**config.mk**
```make
export PLATFORM = sky130hd
export DESIGN_NAME = tx_credit_tracker
export DESIGN_NICKNAME = d
export VERILOG_FILES = /design/src/rtl/credit_pkg.sv /design/src/rtl/cr_status_parser.sv /design/src/rtl/cr_port_slot.sv /design/src/rtl/cr_grant_gate.sv /design/src/rtl/tx_credit_tracker.sv
export SDC_FILE = /design/constraint.sdc
export NUM_CORES = 1
export LEC_CHECK = 0
export ABC_AREA = 1
export BUFFER_PORTS_ARGS = -buffer_cell sky130_fd_sc_hd__buf_2
export CELL_PAD_IN_SITES_DETAIL_PLACEMENT = 1
export CELL_PAD_IN_SITES_GLOBAL_PLACEMENT = 2
export CORE_MARGIN = 2
export CORE_UTILIZATION = 31
export CTS_BUF_LIST = sky130_fd_sc_hd__clkbuf_4 sky130_fd_sc_hd__clkbuf_8
export CTS_CLUSTER_SIZE = 8
export DETAILED_ROUTE_END_ITERATION = 10
export PLACE_DENSITY = 0.87
export RECOVER_POWER = 100
export SKIP_CTS_REPAIR_TIMING = 1
export SLEW_MARGIN = 20
export SYNTH_ARGS = -nofsm -noshare
export SYNTH_HDL_FRONTEND = slang
export SYNTH_SLANG_ARGS = --single-unit
```
**constraint.sdc**
```tcl
create_clock -name clk -period 2.45 [get_ports clk]
set_input_delay 0.735 -clock clk [delete_from_list [all_inputs] [get_ports clk]]
set_output_delay 0.735 -clock clk [all_outputs]
set_load 0.02 [all_outputs]
```
**src/rtl/credit_pkg.sv**
```systemverilog
package credit_pkg;
  typedef enum logic [1:0] {
    PS_CLOSED = 2'd0,
    PS_WAIT   = 2'd1,
    PS_LIVE   = 2'd2
  } port_state_e;
endpackage

```
**src/rtl/cr_status_parser.sv**
```systemverilog
module cr_status_parser #(
  parameter int NUM_PORTS = 4,
  parameter int CNT_W     = 16
) (
  input  logic                              clk,
  input  logic                              rst,
  input  logic                              byte_valid,
  input  logic [7:0]                        byte_data,
  input  logic                              abort,
  output logic                              pkt_done,
  output logic [(NUM_PORTS+1)*CNT_W-1:0]    pkt_fields
);
  localparam int BYTES_PER_FIELD = CNT_W / 8;
  localparam int NUM_FIELDS      = NUM_PORTS + 1;
  localparam int PKT_BYTES       = NUM_FIELDS * BYTES_PER_FIELD;
  localparam int IDX_W           = $clog2(PKT_BYTES);

  logic [IDX_W-1:0] idx_q;
  logic [7:0]       hold_q [PKT_BYTES-1];
  logic             take;
  logic             last;

  assign take     = byte_valid && !abort;
  assign last     = (idx_q == IDX_W'(PKT_BYTES - 1));
  assign pkt_done = take && last;

  always_ff @(posedge clk) begin
    if (rst || abort) begin
      idx_q <= '0;
    end else if (take) begin
      idx_q <= last ? '0 : idx_q + 1'b1;
    end
  end

  always_ff @(posedge clk) begin
    if (take && !last) begin
      hold_q[idx_q] <= byte_data;
    end
  end

  // Fields are little-endian and in order, so byte b sits at bit 8*b.
  for (genvar b = 0; b < PKT_BYTES - 1; b++) begin : g_hold
    assign pkt_fields[b*8 +: 8] = hold_q[b];
  end
  assign pkt_fields[(PKT_BYTES-1)*8 +: 8] = byte_data;

  a_r10_abort_restarts: assert property (@(posedge clk) disable iff (rst)
    abort |=> idx_q == '0);
  a_r2_index_bound: assert property (@(posedge clk) disable iff (rst)
    idx_q < IDX_W'(PKT_BYTES));
  a_r12_idle_holds: assert property (@(posedge clk) disable iff (rst)
    !byte_valid && !abort |=> $stable(idx_q));
endmodule

```
**src/rtl/cr_port_slot.sv**
```systemverilog
module cr_port_slot
  import credit_pkg::*;
#(
  parameter int CNT_W = 16,
  parameter int LEN_W = 16
) (
  input  logic             clk,
  input  logic             rst,
  input  logic             open_hit,
  input  logic             load_hit,
  input  logic [CNT_W-1:0] load_val,
  input  logic             take_hit,
  input  logic [LEN_W-1:0] take_len,
  output logic [CNT_W-1:0] credit_q,
  output logic             live
);
  port_state_e state_q;

  always_ff @(posedge clk) begin
    if (rst) begin
      state_q  <= PS_CLOSED;
      credit_q <= '0;
    end else if (open_hit) begin
      state_q  <= PS_WAIT;
      credit_q <= '0;
    end else if (load_hit && state_q != PS_CLOSED) begin
      state_q  <= PS_LIVE;
      credit_q <= load_val;
    end else if (take_hit) begin
      credit_q <= credit_q - CNT_W'(take_len);
    end
  end

  assign live = (state_q == PS_LIVE);

  a_r4_not_live_zero: assert property (@(posedge clk) disable iff (rst)
    !live |-> credit_q == '0);
  a_r11_open_clears: assert property (@(posedge clk) disable iff (rst)
    open_hit |=> credit_q == '0 && !live);
  a_r9_packet_wins: assert property (@(posedge clk) disable iff (rst)
    load_hit && live && !open_hit |=> credit_q == $past(load_val));
  a_r6_take_lowers: assert property (@(posedge clk) disable iff (rst)
    take_hit && !load_hit && !open_hit |=> credit_q <= $past(credit_q));
endmodule

```
**src/rtl/cr_grant_gate.sv**
```systemverilog
module cr_grant_gate #(
  parameter int NUM_PORTS = 4,
  parameter int CNT_W     = 16,
  parameter int LEN_W     = 16,
  parameter int MAX_LEN   = 4095
) (
  input  logic                         clk,
  input  logic                         rst,
  input  logic                         req_valid,
  input  logic [$clog2(NUM_PORTS)-1:0] req_port,
  input  logic [LEN_W-1:0]             req_len,
  input  logic [NUM_PORTS*CNT_W-1:0]   credit_flat,
  input  logic [NUM_PORTS-1:0]         live_vec,
  output logic [NUM_PORTS-1:0]         take_vec,
  output logic                         rsp_valid,
  output logic                         rsp_grant
);
  localparam int PORT_W = $clog2(NUM_PORTS);
  localparam int CMP_W  = (LEN_W > CNT_W) ? LEN_W : CNT_W;

  logic within_cap;
  assign within_cap = (CMP_W'(req_len) <= CMP_W'(MAX_LEN));

  for (genvar p = 0; p < NUM_PORTS; p++) begin : g_fit
    logic hit;
    logic fits;
    assign hit  = req_valid && (req_port == PORT_W'(p));
    assign fits = live_vec[p] && within_cap &&
                  (CMP_W'(req_len) <= CMP_W'(credit_flat[p*CNT_W +: CNT_W]));
    assign take_vec[p] = hit && fits;
  end

  always_ff @(posedge clk) begin
    if (rst) begin
      rsp_valid <= 1'b0;
      rsp_grant <= 1'b0;
    end else begin
      rsp_valid <= req_valid;
      rsp_grant <= |take_vec;
    end
  end

  a_r5_answer_next: assert property (@(posedge clk) disable iff (rst)
    req_valid |=> rsp_valid);
  a_r5_grant_needs_valid: assert property (@(posedge clk) disable iff (rst)
    rsp_grant |-> rsp_valid);
  a_r8_cap_denies: assert property (@(posedge clk) disable iff (rst)
    req_valid && (CMP_W'(req_len) > CMP_W'(MAX_LEN)) |=> !rsp_grant);
  a_r4_idle_port_denies: assert property (@(posedge clk) disable iff (rst)
    req_valid && !live_vec[req_port] |=> !rsp_grant);
endmodule

```
**src/rtl/tx_credit_tracker.sv**
```systemverilog
module tx_credit_tracker #(
  parameter int NUM_PORTS = 4,
  parameter int CNT_W     = 16,
  parameter int LEN_W     = 16,
  parameter int MAX_LEN   = 4095
) (
  input  logic                         clk,
  input  logic                         rst,
  input  logic                         st_valid,
  input  logic [7:0]                   st_byte,
  input  logic                         st_abort,
  input  logic                         open_valid,
  input  logic [$clog2(NUM_PORTS)-1:0] open_port,
  input  logic                         req_valid,
  input  logic [$clog2(NUM_PORTS)-1:0] req_port,
  input  logic [LEN_W-1:0]             req_len,
  output logic                         rsp_valid,
  output logic                         rsp_grant,
  output logic [CNT_W-1:0]             rx_avail,
  output logic [NUM_PORTS*CNT_W-1:0]   credit_flat
);
  localparam int PORT_W     = $clog2(NUM_PORTS);
  localparam int NUM_FIELDS = NUM_PORTS + 1;

  logic                        pkt_done;
  logic [NUM_FIELDS*CNT_W-1:0] pkt_fields;
  logic [NUM_PORTS-1:0]        live_vec;
  logic [NUM_PORTS-1:0]        take_vec;

  cr_status_parser #(.NUM_PORTS(NUM_PORTS), .CNT_W(CNT_W)) u_parse (
    .clk        (clk),
    .rst        (rst),
    .byte_valid (st_valid),
    .byte_data  (st_byte),
    .abort      (st_abort),
    .pkt_done   (pkt_done),
    .pkt_fields (pkt_fields)
  );

  always_ff @(posedge clk) begin
    if (rst) begin
      rx_avail <= '0;
    end else if (pkt_done) begin
      rx_avail <= pkt_fields[0 +: CNT_W];
    end
  end

  cr_grant_gate #(
    .NUM_PORTS(NUM_PORTS), .CNT_W(CNT_W), .LEN_W(LEN_W), .MAX_LEN(MAX_LEN)
  ) u_gate (
    .clk         (clk),
    .rst         (rst),
    .req_valid   (req_valid),
    .req_port    (req_port),
    .req_len     (req_len),
    .credit_flat (credit_flat),
    .live_vec    (live_vec),
    .take_vec    (take_vec),
    .rsp_valid   (rsp_valid),
    .rsp_grant   (rsp_grant)
  );

  for (genvar p = 0; p < NUM_PORTS; p++) begin : g_port
    cr_port_slot #(.CNT_W(CNT_W), .LEN_W(LEN_W)) u_slot (
      .clk      (clk),
      .rst      (rst),
      .open_hit (open_valid && (open_port == PORT_W'(p))),
      .load_hit (pkt_done),
      .load_val (pkt_fields[(p+1)*CNT_W +: CNT_W]),
      .take_hit (take_vec[p]),
      .take_len (req_len),
      .credit_q (credit_flat[p*CNT_W +: CNT_W]),
      .live     (live_vec[p])
    );
  end

  a_r7_deny_keeps_counts: assert property (@(posedge clk) disable iff (rst)
    rsp_valid && !rsp_grant && !$past(pkt_done) && !$past(open_valid)
      |-> credit_flat == $past(credit_flat) && rx_avail == $past(rx_avail));
  a_r2_rx_only_on_packet: assert property (@(posedge clk) disable iff (rst)
    !pkt_done |=> $stable(rx_avail));
endmodule

```
After elaboration in Yosys (flattened, before gate mapping)
Memories as Yosys holds them, arrays and structs flattened. A register that Yosys moved wholly into a read port is not among the register bits.
Index checks and enable logic that the tools add are counted.

word-level totals
  word-level logic and storage cells = 105
  memories kept = 1
  RAM bits = 72
  output and inout port bits = 82
  bits in registers = 78
  input port bits = 34

cells by class
  $add $sub $neg = 5
  $lt $le $gt $ge = 5
  reductions and logical operators = 49
  muxes and demuxes = 19
  equality and inequality tests = 11

memories
  memory          depth  bits a word  read ports  clocked after Yosys merged registers in  wr ports  RTL line                RTL
  u_parse.hold_q  9      8            9           2                                        1         cr_status_parser.sv:19  logic [7:0] hold_q [PKT_BYTES-1];

operator list
  cell                  count
  $mux 16               8
  $le 16x16->1          4
  $sub 16x16->16        4
  $logic_and 1x1->1     27
  $reduce_bool 2->1     12
  $eq 2x2->1 const B    8
  $le 16x12->1 const B  1
  $mux 1                10
  $reduce_or 2->1       4
  $add 4x1->4 const B   1
  $eq 2x1->1 const B    2
  $eq 4x4->1 const B    1
  $logic_not 2->1       2
  $mux 4                1
  $reduce_or 4->1       1
  $logic_not 1->1       2
  $logic_or 1x1->1      1

Depth between registers and ports, before layout
  depth after elaboration = 6
  gate-level depth with buffers = 17

Modules after synthesis
A second synthesis with hierarchy kept.

second synthesis, totals
  cell total of the unflattened synthesis = 1761
  area, all modules = 12112.9 um^2

modules (own cells, without submodules)
  module                               times used  area each (um^2)  sequential area each (um^2)  cells an instance
  cr_port_slot (g_port[0].u_slot ...)  3           1757.9            360.3                        303
  cr_status_parser                     1           2507.4            2242.2                       132
  cr_grant_gate                        1           1854.3            40.0                         305
  cr_port_slot (g_port[3].u_slot)      1           1775.5            360.3                        307
  tx_credit_tracker                    1           701.9             320.3                        108

Worst setup path after synthesis
OpenSTA, ideal clock, no wires.

  path kind = input to register
  start point = input req_len[0]
  end point = register g_port[3].u_slot.credit_q[5]
  required time = 2.334 ns
  stages on the path = 15
  arrival = 2.347 ns
  setup slack = -0.013 ns
  library setup time = 0.116 ns
  cell sequence = ha_1 fa_1 inv_1 nand3_1 nand3_1 nand2_1 nand2_1 nand2_1 nand3_1 nand2_1 nand2_1 buf_4 inv_4 nor2_1 nor2_1

on the way
  word-level cells in the longest chain between the ends = 5
  elaborated cells on any way between the ends = 9
  classes of those cells = add/sub: 1; order compare: 2; mux: 2; reduce/logical: 4

RTL lines
  item                                RTL line                 RTL
  start: declaration                  tx_credit_tracker.sv:16  input logic [LEN_W-1:0] req_len,
  $le 16x12->1                        cr_grant_gate.sv:22      assign within_cap = (CMP_W'(req_len) <= CMP_W'(MAX_LEN));
  $logic_and 1x1->1 (2 in a row)      cr_grant_gate.sv:28      assign fits = live_vec[p] && within_cap &&
  $logic_and 1x1->1                   cr_grant_gate.sv:30      assign take_vec[p] = hit && fits;
  $reduce_bool 2->1 (no source line)  n/a
  end signal: assignment              cr_port_slot.sv:28       credit_q <= load_val;
  end signal: assignment              cr_port_slot.sv:30       credit_q <= credit_q - CNT_W'(take_len);
  end: declaration                    cr_port_slot.sv:14       output logic [CNT_W-1:0] credit_q,

Parallel ways exist; a longest one is shown, timed or not. The select of a mux whose other input is x is not followed.
A chain may end at the register's enable or synchronous reset.

Worst setup path in the final report
  start point = input req_len[11]
  end point = register g_port[1].u_slot.credit_q[13]

on the way
  word-level cells in the longest chain between the ends = 5
  elaborated cells on any way between the ends = 9
  classes of those cells = add/sub: 1; order compare: 2; mux: 2; reduce/logical: 4

RTL lines
  item                                RTL line
  $le 16x12->1                        cr_grant_gate.sv:22
  $logic_and 1x1->1 (2 in a row)      cr_grant_gate.sv:28
  $logic_and 1x1->1                   cr_grant_gate.sv:30
  $reduce_bool 2->1 (no source line)  n/a
  end signal: assignment              cr_port_slot.sv:28
  end signal: assignment              cr_port_slot.sv:30
  end: declaration                    cr_port_slot.sv:14

Parallel ways exist; a longest one is shown, timed or not. The select of a mux whose other input is x is not followed.

==> impl_metrics.ini <==
[pwr]
seq_power_share = 0.496
swShare = 0.268
power.share.combinational = 0.128
ir_drop_mv = 0.350
leakage_nw = 6.60
power_density_nw_per_um2 = 427
p_int_w = 0.00428
p_total_w = 0.00585
p_sw_w = 0.00157
clockPowerShare = 0.376

[worst_setup_path]
cp-end-kind = flip-flop
required_ns = 2.85
worstSetupStartpointType = input port
cp_data_arrival_time_ns = 2.77
path_max_fanout = 8
path_class = in2reg

[logic_synthesis]
synth_top_area_frac = 0.210
avgSynthCellArea_sq_um = 7.06
ys_types = 42
synth_compound_area_frac = 0.0946
synth_fa_ha_area_frac = 0.0854
ys_seq_area_frac = 0.392
netlist_area_sq_um = 10300
synthXorXnorAreaFrac = 0.0170
yosys.cell_count.top_type = nand2_1
synth_top_family_by_area = simple AND/OR/NAND/NOR gates
synth_ff_type = dfxtp_1
async_reset_ff_frac = 0
netlist_instances = 1461
synth_edf_count = 72
yosys_warnings = 0
synth_fp_nets = 1563
synth-simple-area-share = 0.321
ys_top_cells_by_area = edfxtp_1 (21%), dfxtp_1 (18%), nand2_1 (17%), ha_1 (7.8%), inv_1 (6.9%)
synth_commonest_cells = nand2_1 (455), inv_1 (191), nor2_1 (156)
synthMuxAreaShare = 0.000970
ys_ff_latch = 166
synth_largest_area_cell = edfxtp_1

[floorplanning]
die_w_um = 186
fp.dieH_um = 186
core-area_sq_um = 32600
rows = 66
start_util = 0.316
num_io_pins = 116
dieArea_sq_um = 34800

[routing]
vias = 10900
drt_iter0_drc = 537
first_pass_iters = 5
antenna_left = 0
wl_per_cell_um = 18.0
via_per_inst = 4.84
routed_wl_um = 40900
route.detailed.drc = 0

[grt]
grt_pass1_wl_um = 61800
grt_pass1_vias = 11400
antenna_found_initial = 6
overflow = 0
grt_usage = 0.229
grt_max_degree = 23

[run]
cap_viol_max_count = 0

[timing]
setup_viol = 0
fin_skew_ns = 0.0214
max_slew_margin = 0.283
post-route-period-util = 0.966
finalHoldViolCount = 0
min_period_ns = 2.37
slew_viol_final = 0
timing.fmax_mhz = 423
rsz0062_at_grt = yes
worst_slew_pin_slew_ns = 1.08
hold_ws_ns = 0.474
fin_tns_setup_ns = 0

[clock_tree]
clockBufferDepth = 2
insertion_delay_ns = 0.49
cts.clk_slew.worst_paths_ns = 0.10
numCtsBuffers = 17
cts-root-buf = clkbuf_8
clock-sinks = 166
cts_tree = yes
h-tree-depth = 4

[place]
gp_congestion = 0.858
port_buffers = 115
hpwl_um = 31700

[finish]
drive_gt1_frac = 0.193
area_growth_pct = 32.7
fillCellCount = 4228
final_nets = 1906

[worst_hold_path]
hold_class = reg2reg

[status]
status = completed
metrics by stage:
stage,cell area (sq um),setup slack (ns),cells,util
CTS,13600,-0.0413,2250,0.417
global placement,13200,-0.403,2218,0.404
finish,13700,0.0836,2264,0.420
floorplan,10300,0.0267,1461,-
detailed placement,13200,-0.518,2218,0.404
global route,13700,-0.0278,2260,0.420
power by group through the flow:
stage               logic, W  registers (W)  clock network (W)
floorplan           0.000303        0.00296                  0
global placement    0.000710        0.00296                  0
detailed placement  0.000729        0.00296                  0
CTS                 0.000734        0.00290            0.00223
global route        0.000814        0.00290            0.00232
finish              0.000749        0.00290            0.00220
path summary, 6_finish.rpt:
kind                           startpoint                       endpoint  slack (ns)  cells after the start
max                           req_len[11]  g_port[1].u_slot.credit_q[13]        0.08                     13
min           g_port[3].u_slot.state_q[0]    g_port[3].u_slot.state_q[0]        0.47                      2
max reg2reg  g_port[3].u_slot.credit_q[0]   g_port[3].u_slot.credit_q[1]        0.17                     16
min reg2reg   g_port[3].u_slot.state_q[0]    g_port[3].u_slot.state_q[0]        0.47                      2
critical path: stages:
cell	delay (ns)
buf_2	0.11
clkinvlp_4	0.20
buf_4	0.20
ha_1	0.30
nand2_1	0.07
buf_4	0.14
nor3_1	0.26
nand2_1	0.10
nand2_2	0.11
nand2_2	0.12
nand2_4	0.16
nand3_1	0.11
a21oi_1	0.14
registers in the layout, summed over array words and instances (netlist names):
register                flops
rx_avail                   16
u_parse.hold_q             72
g_port.u_slot.credit_q     64
u_parse.idx_q               4
g_port.u_slot.state_q       8
u_gate.rsp_grant            1
u_gate.rsp_valid            1
logic make-up (layout without fill, tap and decap cells):
kind of cell,count (synthesis),count (layout)
simple gates,793,794
fa+ha+maj,68,68
compound gates,183,183
mux,1,1
xor+xnor,20,20
buf+inv,230,585
other cells,0,5
flops,166,166
layout make-up:
| type | instances | area, sq um | area share |
|---|---|---|---|
| Antenna cell | 5 | 12.5 | 0.000913 |
| Clock buffer | 22 | 272 | 0.0198 |
| Clock inverter | 10 | 146 | 0.0107 |
| Inverter | 199 | 766 | 0.0559 |
| Multi-Input combinational cell | 1066 | 5460 | 0.399 |
| Sequential cell | 166 | 4050 | 0.295 |
| Tap cell | 442 | 553 | 0.0404 |
| Timing Repair Buffer | 354 | 2440 | 0.178 |
cell usage in the layout (no fill, tap or decap), types with 5 or more instances in the layout:
cell	instances
nand2_1	450
buf_4	207
inv_1	188
nor2_1	152
nand3_1	108
clkbuf_1	100
a21oi_1	98
dfxtp_1	92
edfxtp_1	72
ha_1	59
o21ai_0	58
buf_2	27
xor2_1	18
clkbuf_8	17
or2_2	16
nor3_1	15
buf_12	15
nand4_1	9
o21ai_1	9
or2_0	9
clkinvlp_4	6
nand2_2	6
nor2_2	6
and2_1	6
diode_2	5
inv_2	5
nand3b_1	5
clkbuf_4	5
metal layers:
layer  vias up  part of all wire  GRT usage
met5         -           0.00032          0
met4         2             0.031     0.0888
met3        69             0.051     0.0455
met2       250              0.46      0.376
met1      5257              0.46      0.297
li1       5371                 -          -
Power figures use the tool's default switching activity.
